--- src/rtl/adcf_pkg.sv ---
package adcf_pkg;
  localparam int BYTE_W = 8;
  localparam int CHAN_W = 5;
  localparam int ADDR_W = 2;

  typedef enum logic [1:0] {
    REF_EXT_PIN    = 2'b00,
    REF_ANA_SUPPLY = 2'b01,
    REF_RESERVED   = 2'b10,
    REF_INTERNAL   = 2'b11
  } ref_sel_e;

  typedef struct packed {
    ref_sel_e            ref_sel;
    logic                left_adj;
    logic [CHAN_W-1:0]   chan;
  } ctrl_t;

  localparam logic [ADDR_W-1:0] A_CTRL   = 2'd0;
  localparam logic [ADDR_W-1:0] A_STAT   = 2'd1;
  localparam logic [ADDR_W-1:0] A_RES_LO = 2'd2;
  localparam logic [ADDR_W-1:0] A_RES_HI = 2'd3;

  localparam int ST_DONE_BIT = 0;
  localparam int ST_BUSY_BIT = 1;
endpackage

--- src/rtl/adcf_sat.sv ---
// Clamp a wide signed sample into a narrower two's-complement code.
module adcf_sat #(
  parameter int IN_W  = 12,
  parameter int RES_W = 10
) (
  input  logic signed [IN_W-1:0]  din,
  output logic        [RES_W-1:0] dout
);
  localparam int HI_I = (1 << (RES_W-1)) - 1;
  localparam int LO_I = -(1 << (RES_W-1));
  localparam logic signed [IN_W-1:0] HI_S = HI_I[IN_W-1:0];
  localparam logic signed [IN_W-1:0] LO_S = LO_I[IN_W-1:0];

  always_comb begin
    if (din > HI_S)      dout = HI_S[RES_W-1:0];
    else if (din < LO_S) dout = LO_S[RES_W-1:0];
    else                 dout = din[RES_W-1:0];
  end
endmodule

--- src/rtl/adcf_fmt.sv ---
// Places the stored code at the top or bottom of a byte pair.
module adcf_fmt #(
  parameter int RES_W = 10
) (
  input  logic [RES_W-1:0] code,
  input  logic             left_adj,
  output logic [7:0]       lo_byte,
  output logic [7:0]       hi_byte
);
  localparam int PAIR_W = 16;
  localparam int PAD_W  = PAIR_W - RES_W;

  logic [PAIR_W-1:0] pair;

  always_comb begin
    if (left_adj) pair = {code, {PAD_W{1'b0}}};
    else          pair = {{PAD_W{1'b0}}, code};
  end

  assign lo_byte = pair[7:0];
  assign hi_byte = pair[PAIR_W-1:8];
endmodule

--- src/rtl/adcf_regs.sv ---
// Control byte and sticky done flag.
module adcf_regs
  import adcf_pkg::*;
(
  input  logic              clk,
  input  logic              rst_n,
  input  logic              reg_wr,
  input  logic [ADDR_W-1:0] reg_addr,
  input  logic [BYTE_W-1:0] reg_wdata,
  input  logic              conv_done,
  output ctrl_t             ctrl_q,
  output logic              done_q
);
  logic  ctrl_en;
  logic  done_en;
  logic  done_d;
  ctrl_t ctrl_d;

  always_comb begin
    ctrl_en = reg_wr && (reg_addr == A_CTRL);
    ctrl_d  = ctrl_t'(reg_wdata);
    done_en = conv_done || (reg_wr && (reg_addr == A_STAT) && reg_wdata[ST_DONE_BIT]);
    done_d  = conv_done;
  end

  always_ff @(posedge clk or negedge rst_n) begin
    if (!rst_n) begin
      ctrl_q <= '0;
      done_q <= 1'b0;
    end else begin
      if (ctrl_en) ctrl_q <= ctrl_d;
      if (done_en) done_q <= done_d;
    end
  end
endmodule

--- src/rtl/adcf_conv_track.sv ---
// Tracks the conversion in flight, gates the reference, latches channel and code.
module adcf_conv_track
  import adcf_pkg::*;
#(
  parameter int IN_W  = 12,
  parameter int RES_W = 10
) (
  input  logic              clk,
  input  logic              rst_n,
  input  ctrl_t             ctrl_q,
  input  logic              conv_start,
  input  logic              conv_done,
  input  logic [IN_W-1:0]   conv_result,
  output logic              busy_q,
  output ref_sel_e          ref_q,
  output logic [CHAN_W-1:0] chan_q,
  output logic [RES_W-1:0]  res_q
);
  logic             ref_en;
  logic             busy_en;
  logic             busy_d;
  logic [RES_W-1:0] sat_code;

  adcf_sat #(.IN_W(IN_W), .RES_W(RES_W)) u_sat (
    .din  ($signed(conv_result)),
    .dout (sat_code)
  );

  always_comb begin
    ref_en  = (!busy_q || conv_done) && (ctrl_q.ref_sel != REF_RESERVED);
    busy_en = conv_start || conv_done;
    busy_d  = conv_start;
  end

  always_ff @(posedge clk or negedge rst_n) begin
    if (!rst_n) begin
      busy_q <= 1'b0;
      ref_q  <= REF_EXT_PIN;
      chan_q <= '0;
      res_q  <= '0;
    end else begin
      if (busy_en)    busy_q <= busy_d;
      if (ref_en)     ref_q  <= ctrl_q.ref_sel;
      if (conv_start) chan_q <= ctrl_q.chan;
      if (conv_done)  res_q  <= sat_code;
    end
  end
endmodule

--- src/rtl/adc_fmt_ctrl.sv ---
module adc_fmt_ctrl
  import adcf_pkg::*;
#(
  parameter int IN_W  = 12,
  parameter int RES_W = 10
) (
  input  logic              clk,
  input  logic              rst_n,
  input  logic              reg_wr,
  input  logic [1:0]        reg_addr,
  input  logic [7:0]        reg_wdata,
  output logic [7:0]        reg_rdata,
  input  logic              conv_start,
  input  logic              conv_done,
  input  logic [IN_W-1:0]   conv_result,
  output logic [1:0]        ref_sel_o,
  output logic [4:0]        chan_o
);
  ctrl_t             ctrl_q;
  logic              done_q;
  logic              busy_q;
  ref_sel_e          ref_q;
  logic [CHAN_W-1:0] chan_q;
  logic [RES_W-1:0]  res_q;
  logic [7:0]        lo_byte;
  logic [7:0]        hi_byte;
  logic [7:0]        stat_byte;

  adcf_regs u_regs (
    .clk       (clk),
    .rst_n     (rst_n),
    .reg_wr    (reg_wr),
    .reg_addr  (reg_addr),
    .reg_wdata (reg_wdata),
    .conv_done (conv_done),
    .ctrl_q    (ctrl_q),
    .done_q    (done_q)
  );

  adcf_conv_track #(.IN_W(IN_W), .RES_W(RES_W)) u_track (
    .clk         (clk),
    .rst_n       (rst_n),
    .ctrl_q      (ctrl_q),
    .conv_start  (conv_start),
    .conv_done   (conv_done),
    .conv_result (conv_result),
    .busy_q      (busy_q),
    .ref_q       (ref_q),
    .chan_q      (chan_q),
    .res_q       (res_q)
  );

  adcf_fmt #(.RES_W(RES_W)) u_fmt (
    .code     (res_q),
    .left_adj (ctrl_q.left_adj),
    .lo_byte  (lo_byte),
    .hi_byte  (hi_byte)
  );

  always_comb begin
    stat_byte              = '0;
    stat_byte[ST_DONE_BIT] = done_q;
    stat_byte[ST_BUSY_BIT] = busy_q;
    case (reg_addr)
      A_CTRL:   reg_rdata = ctrl_q;
      A_STAT:   reg_rdata = stat_byte;
      A_RES_LO: reg_rdata = lo_byte;
      default:  reg_rdata = hi_byte;
    endcase
  end

  assign ref_sel_o = ref_q;
  assign chan_o    = chan_q;
endmodule

--- config.mk ---
export PLATFORM = sky130hd
export DESIGN_NAME = adc_fmt_ctrl
export DESIGN_NICKNAME = d
export VERILOG_FILES = /design/src/rtl/adcf_pkg.sv /design/src/rtl/adcf_sat.sv /design/src/rtl/adcf_fmt.sv /design/src/rtl/adcf_regs.sv /design/src/rtl/adcf_conv_track.sv /design/src/rtl/adc_fmt_ctrl.sv
export SDC_FILE = /design/constraint.sdc
export NUM_CORES = 1
export LEC_CHECK = 0
export BUFFER_PORTS_ARGS = -buffer_cell sky130_fd_sc_hd__buf_2
export CELL_PAD_IN_SITES_DETAIL_PLACEMENT = 1
export CELL_PAD_IN_SITES_GLOBAL_PLACEMENT = 1
export CORE_UTILIZATION = 30
export DETAILED_ROUTE_END_ITERATION = 16
export PLACE_DENSITY = 0.73
export SLEW_MARGIN = 40
export SYNTH_ARGS = -nofsm -noshare
export SYNTH_HDL_FRONTEND = slang
export SYNTH_SLANG_ARGS = --single-unit
--- constraint.sdc ---
create_clock -name clk -period 1.2 [get_ports clk]
set_input_delay 0.18 -clock clk [delete_from_list [all_inputs] [get_ports clk]]
set_output_delay 0.18 -clock clk [all_outputs]
set_load 0.02 [all_outputs]
==> results of run 1 <==
==> critical path, stage by stage, from the launching register on <==
cell and delay (ns):
sky130_fd_sc_hd__dfrtp_2 0.43, sky130_fd_sc_hd__mux2_4 0.29, sky130_fd_sc_hd__mux4_2 0.49, sky130_fd_sc_hd__buf_6 0.15
==> cell type report <==
type / count / area (um2) / share of cell area [%]
Clock inverter: 1 / 5.00 / 0.259
Inverter: 8 / 30.0 / 1.55
Sequential cell: 27 / 677 / 35.0
Clock buffer: 3 / 41.3 / 2.13
Timing Repair Buffer: 64 / 447 / 23.1
Tap cell: 52 / 65.1 / 3.36
Multi-Input combinational cell: 84 / 671 / 34.6
==> state kept, by name, summed over array words and instances, names as in the netlist <==
register / flops
u_track.res_q: 10
u_regs.ctrl_q: 8
u_track.chan_q: 5
u_track.ref_q: 2
u_regs.done_q: 1
u_track.busy_q: 1
==> logic make-up (layout without fill, tap and decap cells) <==
group / Yosys count / count (layout)
muxes: 21 / 21
AOI/OAI and AO/OA: 29 / 29
and+or+nand+nor: 34 / 34
DFF: 27 / 27
buffers and inverters: 14 / 76
==> synth_stat cells (2+ instances only) <==
| cell | n |
|---|---|
| sky130_fd_sc_hd__dfrtp_1 | 27 |
| sky130_fd_sc_hd__mux2_2 | 16 |
| sky130_fd_sc_hd__nor2_1 | 12 |
| sky130_fd_sc_hd__nand2_1 | 10 |
| sky130_fd_sc_hd__inv_1 | 8 |
| sky130_fd_sc_hd__nor2b_1 | 7 |
| sky130_fd_sc_hd__o22ai_1 | 7 |
| sky130_fd_sc_hd__a21oi_1 | 5 |
| sky130_fd_sc_hd__o21ai_0 | 5 |
| sky130_fd_sc_hd__buf_2 | 3 |
| sky130_fd_sc_hd__a211oi_1 | 2 |
| sky130_fd_sc_hd__a22oi_1 | 2 |
| sky130_fd_sc_hd__a41o_1 | 2 |
| sky130_fd_sc_hd__mux2i_1 | 2 |
| sky130_fd_sc_hd__mux4_2 | 2 |
| sky130_fd_sc_hd__nand2b_1 | 2 |
| sky130_fd_sc_hd__o21bai_1 | 2 |
==> final timing paths <==
check / from / to / slack [ns] / depth (start not counted)
setup / recovery: u_regs.ctrl_q[5] / reg_rdata[1] / -0.62 / 3
hold reg to reg: u_track.chan_q[3] / u_track.chan_q[3] / 0.52 / 1
max in group asynchronous: rst_n / u_regs.ctrl_q[5] / 0.31 / 2
setup reg to reg: u_regs.ctrl_q[5] / u_regs.ctrl_q[5] / 0.11 / 3
hold / removal: reg_wdata[6] / u_regs.ctrl_q[6] / 0.13 / 2
min in group asynchronous: rst_n / u_regs.ctrl_q[4] / 0.45 / 2
==> power by group through the flow <==
stage / sequential (mW) / combinational, mW / clock (mW)
after floorplan: 1.23 / 0.410 / 0
after detailed placement: 1.18 / 0.838 / 0
after global routing: 1.19 / 1.01 / 0.564
after CTS: 1.16 / 0.896 / 0.537
final: 1.16 / 0.938 / 0.512
after global placement: 1.16 / 0.799 / 0
==> timing repair <==
action                                 CTS  global route
pin swaps                                2             4
hold buffers                             1             0
setup endpoints to repair                8             8
setup buffers                            1             1
resized for setup                       15            11
endpoints found under the hold margin   27             0
gates cloned                             0             1
==> per-layer routing <==
| layer | up-vias | part of all wire [%] |
|---|---|---|
| li1 | 563 | - |
| met1 | 589 | 43 |
| met2 | 23 | 53 |
| met3 | 4 | 2.7 |
| met4 | 0 | 0.68 |
| met5 | - | 0 |
==> placed cells by master (no fill, tap or decap), drive strengths merged <==
master,n
nor3b,1
a21oi,5
a21o,1
nand2b,2
clkbuf,3
dfrtp,27
o22ai,7
nor2b,7
nand2,10
mux2i,2
buf,63
nor2,12
a211oi,2
a41o,2
o21ai,6
o21ba,1
dlygate4sd3,1
a22oi,2
and3,1
nand4b,1
mux2,17
a21bo,1
o21bai,2
inv,8
clkinv,1
mux4,2
==> metrics.log, run 1 <==
INFO  metric postPlaceCellArea = 0.00178 mm2
INFO  metric fin_tns_setup = -4.10 ns
INFO  metric ys_top_cells_by_area = sky130_fd_sc_hd__dfrtp_1 (50%), sky130_fd_sc_hd__mux2_2 (13%), sky130_fd_sc_hd__mux4_2 (3.3%)
INFO  metric synth-adder-area-share = 0%
INFO  metric yosysSeqAreaShare = 49.5%
INFO  metric die_height = just under 70 um
INFO  metric worst_pin_slew = 0.610 ns
INFO  metric cp.arrival = 1.64 ns
INFO  metric finalHoldViolations = 0
INFO  metric yosysWarnings = 0
INFO  metric synth_xor_area_share = 0%
INFO  metric power.sequential.fraction = about 45%
INFO  metric core_region_area = 0.00435 mm2
INFO  metric drive_gt1_share = 54.0%
INFO  metric area_growth = 41.9%
INFO  metric final-setup-viol-count = 8
INFO  metric postSynthRegisterBits = 27
INFO  metric comb_power_share = between 30 and 40%
INFO  metric groute.layer.met3.usage = about 2.3%
INFO  metric timing.critical_path.fanout_max = 3
INFO  metric overflow = 0
INFO  metric layout.cells.non_filler = 239
INFO  metric max_cap_violations = 0
INFO  metric floorplan.initialDensity = 31.3%
INFO  metric final.setup.worst_slack = -0.617 ns
INFO  metric slew_headroom = 59.3%
INFO  metric power_report.internal_total = roughly 1.8 mW
INFO  metric failed_checks = negative setup slack
INFO  metric nets = roughly 220
INFO  metric timing.critical_path.from_type = flop
INFO  metric min_delay_path_class = in -> reg
INFO  metric endpoint_kind = output pin
INFO  metric switching_share = 32.1%
INFO  metric synth_top_area_cell = sky130_fd_sc_hd__dfrtp_1
INFO  metric timing.clock.skew = 0.000658 ns
INFO  metric io_buffer_count = 41
INFO  metric gr-usage-met2 = 29.6%
INFO  metric place.detailed.instances = 232
INFO  metric detailroute.via_count = 1,179
INFO  metric drt-total-wl = about 3800 um
INFO  metric combinational_family_with_the_most_area_after_synthesis = multiplexers
INFO  metric final.fill_count = 487
INFO  metric vias_per_cell = 4.93
INFO  metric final_design_area_no_fill = 0.00194 mm2
INFO  metric ys.flop_type = sky130_fd_sc_hd__dfrtp_1
INFO  metric gr-usage-all-layers = 16.7%
INFO  metric post-route-util = 44.5%
INFO  metric route.detailed.wl_per_inst = 16.0 um
INFO  metric crit_type = reg -> out
INFO  metric clk_path_buf_depth = 2
INFO  metric antenna_found_initial = 0
INFO  metric synth_cell_types = 28
INFO  metric clkLatencyLatePin = 0.27 ns
INFO  metric ir_worst_vdd = roughly 0.6 mV
INFO  metric max_freq = about 0.55 GHz
INFO  metric synthesis.area = 0.00136 mm2
INFO  metric clockPowerShare = 19.6%
INFO  metric tritoncts_buffer_count = 3
INFO  metric finalWeightedCongestion = about 0.80
INFO  metric final_antenna_net_count = 0
INFO  metric detail_route.first_pass.iterations = 4
INFO  metric hold_slack = 0.132 ns
INFO  metric fp-row-count = 24
INFO  metric net-switching-power = 0.839 mW
INFO  metric synth-compound-area-share = 14.0%
INFO  metric muxShareOfSynthArea = about a fifth
INFO  metric cts_num_sinks = 27
INFO  metric pwr_density_cell = 1350 mW/mm2
INFO  metric cts_tree = built
INFO  metric groute.layer.met1.usage = 21.8%
INFO  metric shortest_clock_period_the_worst_path_allows_after_layout = 1.82 ns
INFO  metric final_cycle_utilization_of_the_critical_path = 151%
INFO  metric synthesized_net_count = approximately 150
INFO  metric drt_iter0_markers = 22
INFO  metric design.die.area = 0.00482 mm2
INFO  metric cts-htree-levels = 1
INFO  metric synth_top_cell_area_share = between 40 and 50%
INFO  metric grt_pass1_vias = 1,313
INFO  metric async_reset_ff_share = 100%
INFO  metric grt_first_pass_wirelength = 6440 um
INFO  metric synth_simple_gate_area_share = 12.7%
INFO  metric timing.critical_path.required = 1.02 ns
INFO  metric netlist_instances = 125
INFO  metric most_used_routing_layer = met2
INFO  metric status = complete, but fails checks
INFO  metric drc_errors = 0
INFO  metric p_total = roughly 2.6 mW
INFO  metric dpl_worst_slack = -0.332 ns
INFO  metric report.final.slew_viol_count = 0
INFO  metric dieWidth = 69.4 um
INFO  metric static-leakage-power = roughly 0.92 nW
INFO  metric rsz_0062_raised_after_global_routing = true
INFO  metric hpwlAfterDp = between 3000 and 4000 um
INFO  metric syn-mean-instance-area = 10.9 um2
INFO  metric ios = 42
INFO  metric synth_enable_flop_cells = 0
INFO  metric clockRootBuffer = sky130_fd_sc_hd__clkbuf_8
INFO  metric path_clk_slew = around 0.09 ns
INFO  metric maximum_number_of_pins_on_one_net_before_global_route_repair = 28
INFO  metric antenna_cells_inserted = 0
(Power assumes the default switching activity.)
==> run 2, diff against run 1 <==
--- a/config.mk
+++ b/config.mk
@@ -6,9 +6,11 @@
 export NUM_CORES = 1
 export LEC_CHECK = 0
 export BUFFER_PORTS_ARGS = -buffer_cell sky130_fd_sc_hd__buf_2
-export CELL_PAD_IN_SITES_DETAIL_PLACEMENT = 1
+export CELL_PAD_IN_SITES_DETAIL_PLACEMENT = 0
 export CELL_PAD_IN_SITES_GLOBAL_PLACEMENT = 1
+export CORE_MARGIN = 2
 export CORE_UTILIZATION = 30
+export CTS_BUF_LIST = sky130_fd_sc_hd__clkbuf_16
 export DETAILED_ROUTE_END_ITERATION = 16
 export PLACE_DENSITY = 0.73
 export SLEW_MARGIN = 40
==> metrics.log, run 2 (synthesis results as in run 1) <==
INFO  metric failed_checks = negative setup slack
INFO  metric cts_num_sinks = 27 (unchanged)
INFO  metric layout.cells.most_common_list = sky130_fd_sc_hd__buf_2 (33), sky130_fd_sc_hd__dfrtp_1 (27), sky130_fd_sc_hd__buf_4 (22)
INFO  metric max_freq = 0.560 GHz (+1.8%)
INFO  metric design.die.area = 0.00510 mm2 (+5.8%)
INFO  metric clkLatencyLatePin = 0.26 ns (about the same)
INFO  metric layout.cells.non_filler = 239 (unchanged)
INFO  metric place.detailed.instances = 233 (+0.43%)
INFO  metric path_clk_slew = 0.07 ns (-0.02 ns)
INFO  metric detail_route.first_pass.iterations = 4 (unchanged)
INFO  metric floorplan.initialDensity = 31.3% (unchanged)
INFO  metric drive_gt1_share = 52.4% (-1.6 points)
INFO  metric core_region_area = 0.00435 mm2 (unchanged)
INFO  metric hpwlAfterDp = 2670 um (-12%)
INFO  metric maximum_number_of_pins_on_one_net_before_global_route_repair = 28 (unchanged)
INFO  metric clockRootBuffer = sky130_fd_sc_hd__clkbuf_16
INFO  metric report.final.slew_viol_count = 0 (unchanged)
INFO  metric antenna_found_initial = 0 (unchanged)
INFO  metric fp-row-count = 24 (unchanged)
INFO  metric largest-register = u_track.res_q
INFO  metric static-leakage-power = 0.930 nW (+0.94%)
INFO  metric switching_share = 29.8% (-2.3 points)
INFO  metric p_total = 2.82 mW (+7.9%)
INFO  metric shortest_clock_period_the_worst_path_allows_after_layout = 1.78 ns (-0.0322 ns)
INFO  metric min_delay_path_class = in -> reg
INFO  metric largest_register_ff_count = 10 (unchanged)
INFO  metric layout.cells.most_common = sky130_fd_sc_hd__buf_2
INFO  metric worst_pin_slew = 0.610 ns (+0.0000657 ns)
INFO  metric ff2ff_setup_slack = 0.23 ns (+0.12 ns)
INFO  metric status = complete, but fails checks
INFO  metric drc_errors = 0 (unchanged)
INFO  metric drt-total-wl = 3390 um (-11%)
INFO  metric area_growth = 43.3%
INFO  metric gr-usage-all-layers = 14.1% (-2.6 points)
INFO  metric endpoint_kind = output pin
INFO  metric timing.critical_path.required = 1.02 ns (about the same)
INFO  metric final.setup.worst_slack = -0.585 ns (+0.0322 ns)
INFO  metric net-switching-power = 0.841 mW (+0.14%)
INFO  metric detailroute.via_count = 1,170 (-0.76%)
INFO  metric cts-htree-levels = 1 (unchanged)
INFO  metric crit_type = reg -> out
INFO  metric io_buffer_count = 41 (unchanged)
INFO  metric top_regs = u_track.res_q x10, u_regs.ctrl_q x8, u_track.chan_q x5
INFO  metric timing.critical_path.from_type = flop
INFO  metric overflow = 0 (unchanged)
INFO  metric drt_iter0_markers = 35 (+59%)
INFO  metric clk_path_buf_depth = 2 (unchanged)
INFO  metric power_report.internal_total = 1.98 mW (+12%)
INFO  metric rsz_0062_raised_after_global_routing = true
INFO  metric ios = 42 (unchanged)
INFO  metric final_cycle_utilization_of_the_critical_path = 149% (-2.7 points)
INFO  metric grt_first_pass_wirelength = 5710 um (-11%)
INFO  metric finalHoldViolations = 0 (unchanged)
INFO  metric dieWidth = 71.4 um (+2.9%)
INFO  metric die_height = 71.4 um (+2.9%)
INFO  metric final_design_area_no_fill = 0.00195 mm2 (+0.97%)
INFO  metric comb_power_share = 32.1% (-3.8 points)
INFO  metric antenna_cells_inserted = 0 (unchanged)
INFO  metric tritoncts_buffer_count = 3 (unchanged)
INFO  metric cts_tree = built
INFO  metric cp.arrival = 1.60 ns (-0.04 ns)
INFO  metric fin_tns_setup = -3.86 ns (+0.240 ns)
INFO  metric finalWeightedCongestion = 0.792 (-1.6%)
INFO  metric timing.critical_path.fanout_max = 2 (-1)
INFO  metric max_cap_violations = 0 (unchanged)
INFO  metric grt_pass1_vias = 1,276 (-2.8%)
INFO  metric final-setup-viol-count = 8 (unchanged)
INFO  metric power.sequential.fraction = 40.8% (-3.7 points)
INFO  metric postPlaceCellArea = 0.00179 mm2 (+0.42%)
INFO  metric pwr_density_cell = 1440 mW/mm2 (+6.9%)
INFO  metric clockPowerShare = 27.1% (+7.5 points)
INFO  metric timing.clock.skew = 0.00323 ns (+0.00257 ns)
INFO  metric ir_worst_vdd = 0.706 mV (+17%)
INFO  metric route.detailed.wl_per_inst = 14.2 um (-11%)
INFO  metric final_antenna_net_count = 0 (unchanged)
INFO  metric vias_per_cell = 4.90 (-0.76%)
INFO  metric slew_headroom = 59.3% (about the same)
INFO  metric nets = 215 (unchanged)
[run 2: changes by cell type in the layout (fill, tap and decap cells not counted), moves of 2 or more]
cell                        change
sky130_fd_sc_hd__clkbuf_16      +3
sky130_fd_sc_hd__clkbuf_8       -3
sky130_fd_sc_hd__buf_6          -2
sky130_fd_sc_hd__buf_4          +2
[run 2: worst paths after layout]
kind	from	end	cells past startpoint
setup / recovery	u_regs.ctrl_q[5]	reg_rdata[1]	3
hold / removal	reg_wdata[3]	u_regs.ctrl_q[3]	2
setup reg to reg	u_track.busy_q	u_track.ref_q[0]	4
hold reg to reg	u_regs.done_q	u_regs.done_q	1
max in group asynchronous	rst_n	u_track.res_q[2]	2
min in group asynchronous	rst_n	u_regs.ctrl_q[4]	2
[run 2: power groups by stage]
stage	Sequential (mW)	Combinational, mW	Clock, mW
2_1_floorplan	1.23	0.410	0
3_3_place_gp	1.16	0.806	0
3_5_place_dp	1.17	0.830	0
4_1_cts	1.15	0.859	0.781
5_1_grt	1.17	0.977	0.833
6_report	1.15	0.906	0.763
[run 2: critical path: stages (launching register included)]
cell                      delay, ns
sky130_fd_sc_hd__dfrtp_1       0.41
sky130_fd_sc_hd__mux2_4        0.31
sky130_fd_sc_hd__mux4_2        0.49
sky130_fd_sc_hd__buf_6         0.15
[run 2: per-stage QoR]
step                utilization (%)  setup WS, ns  hold WS (ns)
finish                         44.9        -0.585         0.146
global placement               41.1        -0.281         0.207
CTS                            43.7        -0.576         0.146
detailed placement             41.1        -0.300         0.218
global route                   44.9        -0.624         0.143
floorplan                         -        -0.201        -0.116
[run 2: final cells by class]
cell class	count	area [um2]
clock buffers	3	75.1
clock inverters	1	7.51
fillers	400	2400
inverters	8	30.0
multi-input cells	84	662
flip-flops and latches	27	676
well taps	52	65.1
repair buffers	64	439
[run 2: repair_timing]
| item | in CTS | in global routing |
|---|---|---|
| endpoints found under the hold margin | 27 | 0 |
| gates resized for setup | 8 | 12 |
| hold buffers | 1 | 0 |
| pin swaps | 1 | 0 |
| gates cloned | 0 | 0 |
| endpoints found under the setup margin | 8 | 8 |
| setup buffers | 0 | 1 |
[run 2: per-layer routing]
layer	part of all wire [%]	up-vias	global-route usage, %
met1	45	582	18.1
met5	0	-	0
met3	4.2	2	2.95
met4	0.77	0	3.77
met2	50	24	24.2
li1	-	562	-
==> run 3, diff against run 2 <==
--- a/config.mk
+++ b/config.mk
@@ -13,6 +13,7 @@
 export CTS_BUF_LIST = sky130_fd_sc_hd__clkbuf_16
 export DETAILED_ROUTE_END_ITERATION = 16
 export PLACE_DENSITY = 0.73
+export REMOVE_ABC_BUFFERS = 1
 export SLEW_MARGIN = 40
 export SYNTH_ARGS = -nofsm -noshare
 export SYNTH_HDL_FRONTEND = slang
==> metrics.log, run 3 (synthesis results as in run 1) <==
INFO  metric design.die.area = 0.00510 mm2 (unchanged)
INFO  metric drive_gt1_share = 52.7% (+0.25 points)
INFO  metric worstHoldStart = reg_wdata[1]
INFO  metric worst_pin_slew = 0.630 ns (+0.0198 ns)
INFO  metric rsz_0062_raised_after_global_routing = true
INFO  metric largest_register_ff_count = 10 (unchanged)
INFO  metric postPlaceCellArea = 0.00175 mm2 (-2.1%)
INFO  metric layout.cells.most_common_list = sky130_fd_sc_hd__buf_2 (33), sky130_fd_sc_hd__dfrtp_1 (27), sky130_fd_sc_hd__buf_4 (21)
INFO  metric endpoint_kind = output pin
INFO  metric slew_headroom = 58.0% (-1.3 points)
INFO  metric maximum_number_of_pins_on_one_net_before_global_route_repair = 28 (unchanged)
INFO  metric max_cap_violations = 0 (unchanged)
INFO  metric detailroute.via_count = 1,186 (+1.4%)
INFO  metric final.fill_count = 411 (+2.8%)
INFO  metric min_to = u_regs.ctrl_q[1]
INFO  metric hpwlAfterDp = 2520 um (-5.7%)
INFO  metric vias_per_cell = 4.94 (+0.95%)
INFO  metric nets = 216 (+0.47%)
INFO  metric clk_path_buf_depth = 2 (unchanged)
INFO  metric report.final.slew_viol_count = 0 (unchanged)
INFO  metric timing.clock.skew = 0.00100 ns (-0.00223 ns)
INFO  metric largest-register = u_track.res_q
INFO  metric ff2ff_setup_slack = 0.31 ns (+0.08 ns)
INFO  metric io_buffer_count = 41 (unchanged)
INFO  metric ios = 42 (unchanged)
INFO  metric max_freq = 0.559 GHz (-0.21%)
INFO  metric dieWidth = 71.4 um (unchanged)
INFO  metric ir_worst_vdd = 0.638 mV (-9.7%)
INFO  metric final_antenna_net_count = 0 (unchanged)
INFO  metric cts-htree-levels = 1 (unchanged)
INFO  metric antenna_cells_inserted = 0 (unchanged)
INFO  metric status = complete, but fails checks
INFO  metric timing.critical_path.from_type = flop
INFO  metric hold_slack = 0.148 ns (+0.00179 ns)
INFO  metric fin_tns_setup = -4.21 ns (-0.348 ns)
INFO  metric shortest_clock_period_the_worst_path_allows_after_layout = 1.79 ns (+0.00367 ns)
INFO  metric pwr_density_cell = 1460 mW/mm2 (+0.95%)
INFO  metric regToRegStartpoint = u_track.busy_q
INFO  metric top_regs = u_track.res_q x10, u_regs.ctrl_q x8, u_track.chan_q x5
INFO  metric layout.cells.most_common = sky130_fd_sc_hd__buf_2
INFO  metric die_height = 71.4 um (unchanged)
INFO  metric cts_num_sinks = 27 (unchanged)
INFO  metric min_delay_path_class = in -> reg
INFO  metric finalWeightedCongestion = 0.780 (-1.6%)
INFO  metric multiInputGateArea = 663 um2 (+0.19%)
INFO  metric drt-total-wl = 3490 um (+2.8%)
INFO  metric cts_tree = built
INFO  metric static-leakage-power = 0.933 nW (+0.28%)
INFO  metric drt_iter0_markers = 55 (+57%)
INFO  metric detail_route.first_pass.iterations = 4 (unchanged)
INFO  metric overflow = 0 (unchanged)
INFO  metric hold_depth = 2 (unchanged)
INFO  metric post-route-util = 45.3% (+0.37 points)
INFO  metric floorplan.initialDensity = 31.3% (unchanged)
INFO  metric timing.critical_path.fanout_max = 6 (+4)
INFO  metric drc_errors = 0 (unchanged)
INFO  metric fp-row-count = 24 (unchanged)
INFO  metric area_growth = 44.5%
INFO  metric final-setup-viol-count = 8 (unchanged)
INFO  metric crit_type = reg -> out
INFO  metric regArea = 676 um2 (unchanged)
INFO  metric clockRootBuffer = sky130_fd_sc_hd__clkbuf_16
INFO  metric worstReg2RegEnd = u_track.ref_q[0]
INFO  metric clkLatencyLatePin = 0.26 ns (about the same)
INFO  metric failed_checks = negative setup slack
INFO  metric tritoncts_buffer_count = 3 (unchanged)
INFO  metric final.setup.worst_slack = -0.589 ns (-0.00367 ns)
INFO  metric antenna_found_initial = 0 (unchanged)
INFO  metric gr-usage-all-layers = 14.2% (+0.12 points)
INFO  metric core_region_area = 0.00435 mm2 (unchanged)
INFO  metric final_cycle_utilization_of_the_critical_path = 149% (+0.31 points)
INFO  metric grt_pass1_vias = 1,325 (+3.8%)
INFO  metric finalHoldViolations = 0 (unchanged)
INFO  metric reg2regPathDepth = 3 (-1)
INFO  metric route.detailed.wl_per_inst = 14.5 um (+2.4%)
INFO  metric path_clk_slew = 0.07 ns (about the same)
INFO  metric timing.critical_path.required = 1.02 ns (about the same)
INFO  metric cp.arrival = 1.61 ns (about the same)
INFO  metric final_design_area_no_fill = 0.00197 mm2 (+0.83%)
INFO  metric grt_first_pass_wirelength = 5790 um (+1.5%)
==> run 3: cell count changes in the layout (fill, tap and decap cells not counted) <==
cell | previous run | this run
sky130_fd_sc_hd__and3_1 | 1 | 0
sky130_fd_sc_hd__nor2b_1 | 6 | 5
sky130_fd_sc_hd__buf_4 | 22 | 21
sky130_fd_sc_hd__a211oi_2 | 0 | 1
sky130_fd_sc_hd__o21ai_1 | 2 | 5
sky130_fd_sc_hd__o21ai_2 | 3 | 0
sky130_fd_sc_hd__a211oi_1 | 2 | 1
sky130_fd_sc_hd__nor2b_2 | 0 | 1
sky130_fd_sc_hd__and3_4 | 0 | 1
sky130_fd_sc_hd__buf_6 | 7 | 9
==> run 3: metrics by stage <==
stage          instances  power, mW  setup WS, ns
6_report             240       2.87        -0.589
5_1_grt              240       3.02        -0.669
4_1_cts              240       2.88        -0.595
3_5_place_dp         231       1.95        -0.296
3_3_place_gp         231       1.93        -0.276
2_1_floorplan        119       1.58        -0.367
==> run 3: worst max-delay path, stage by stage (launching register included) <==
cell and delay, ns:
sky130_fd_sc_hd__dfrtp_1 0.40, sky130_fd_sc_hd__buf_6 0.16, sky130_fd_sc_hd__buf_6 0.10, sky130_fd_sc_hd__mux2i_2 0.22
sky130_fd_sc_hd__a211oi_2 0.10, sky130_fd_sc_hd__a41o_1 0.23, sky130_fd_sc_hd__buf_6 0.14
==> run 3: metal layers <==
layer / vias up / wire length [um] / global-route usage, % / part of all wire (%)
met5: - / 0 / 0 / 0
met4: 0 / 55 / 6.08 / 1.6
met3: 5 / 122 / 2.67 / 3.5
met2: 27 / 1700 / 24.9 / 49
met1: 585 / 1600 / 17.0 / 46
li1: 569 / - / - / -
==> run 3: area by class of cell <==
cell class | count | area share [%]
Inverter | 8 | 1.52
Clock inverter | 1 | 0.381
Multi-Input combinational cell | 84 | 33.7
Sequential cell | 27 | 34.3
Timing Repair Buffer | 65 | 23.0
Clock buffer | 3 | 3.81
Tap cell | 52 | 3.30
==> run 3: what timing repair did <==
item	4_1_cts	5_1_grt
endpoints found under the hold margin	27	0
endpoints found under the setup margin	8	8
setup buffers	4	0
resized for setup	28	5
pin swaps	4	6
hold buffers	1	0
==> run 3: power by group <==
| part | total [mW] | leakage (nW) | switching, mW | internal, mW |
|---|---|---|---|---|
| sequential | 1.16 | 0.320 | 0.0939 | 1.06 |
| combinational | 0.936 | 0.575 | 0.446 | 0.491 |
| clock | 0.780 | 0.0371 | 0.326 | 0.454 |
==> run 3: worst max-delay path by stage <==
stage,from,end,slack [ns],cells past startpoint
2_1_floorplan,u_regs.ctrl_q[5],reg_rdata[1],-0.37,2
3_3_place_gp,u_regs.ctrl_q[5],reg_rdata[1],-0.28,3
3_5_place_dp,u_regs.ctrl_q[5],reg_rdata[1],-0.30,3
4_1_cts,u_regs.ctrl_q[5],reg_rdata[1],-0.59,3
5_1_grt,u_regs.ctrl_q[5],reg_rdata[7],-0.67,6
6_report,u_regs.ctrl_q[5],reg_rdata[7],-0.59,6
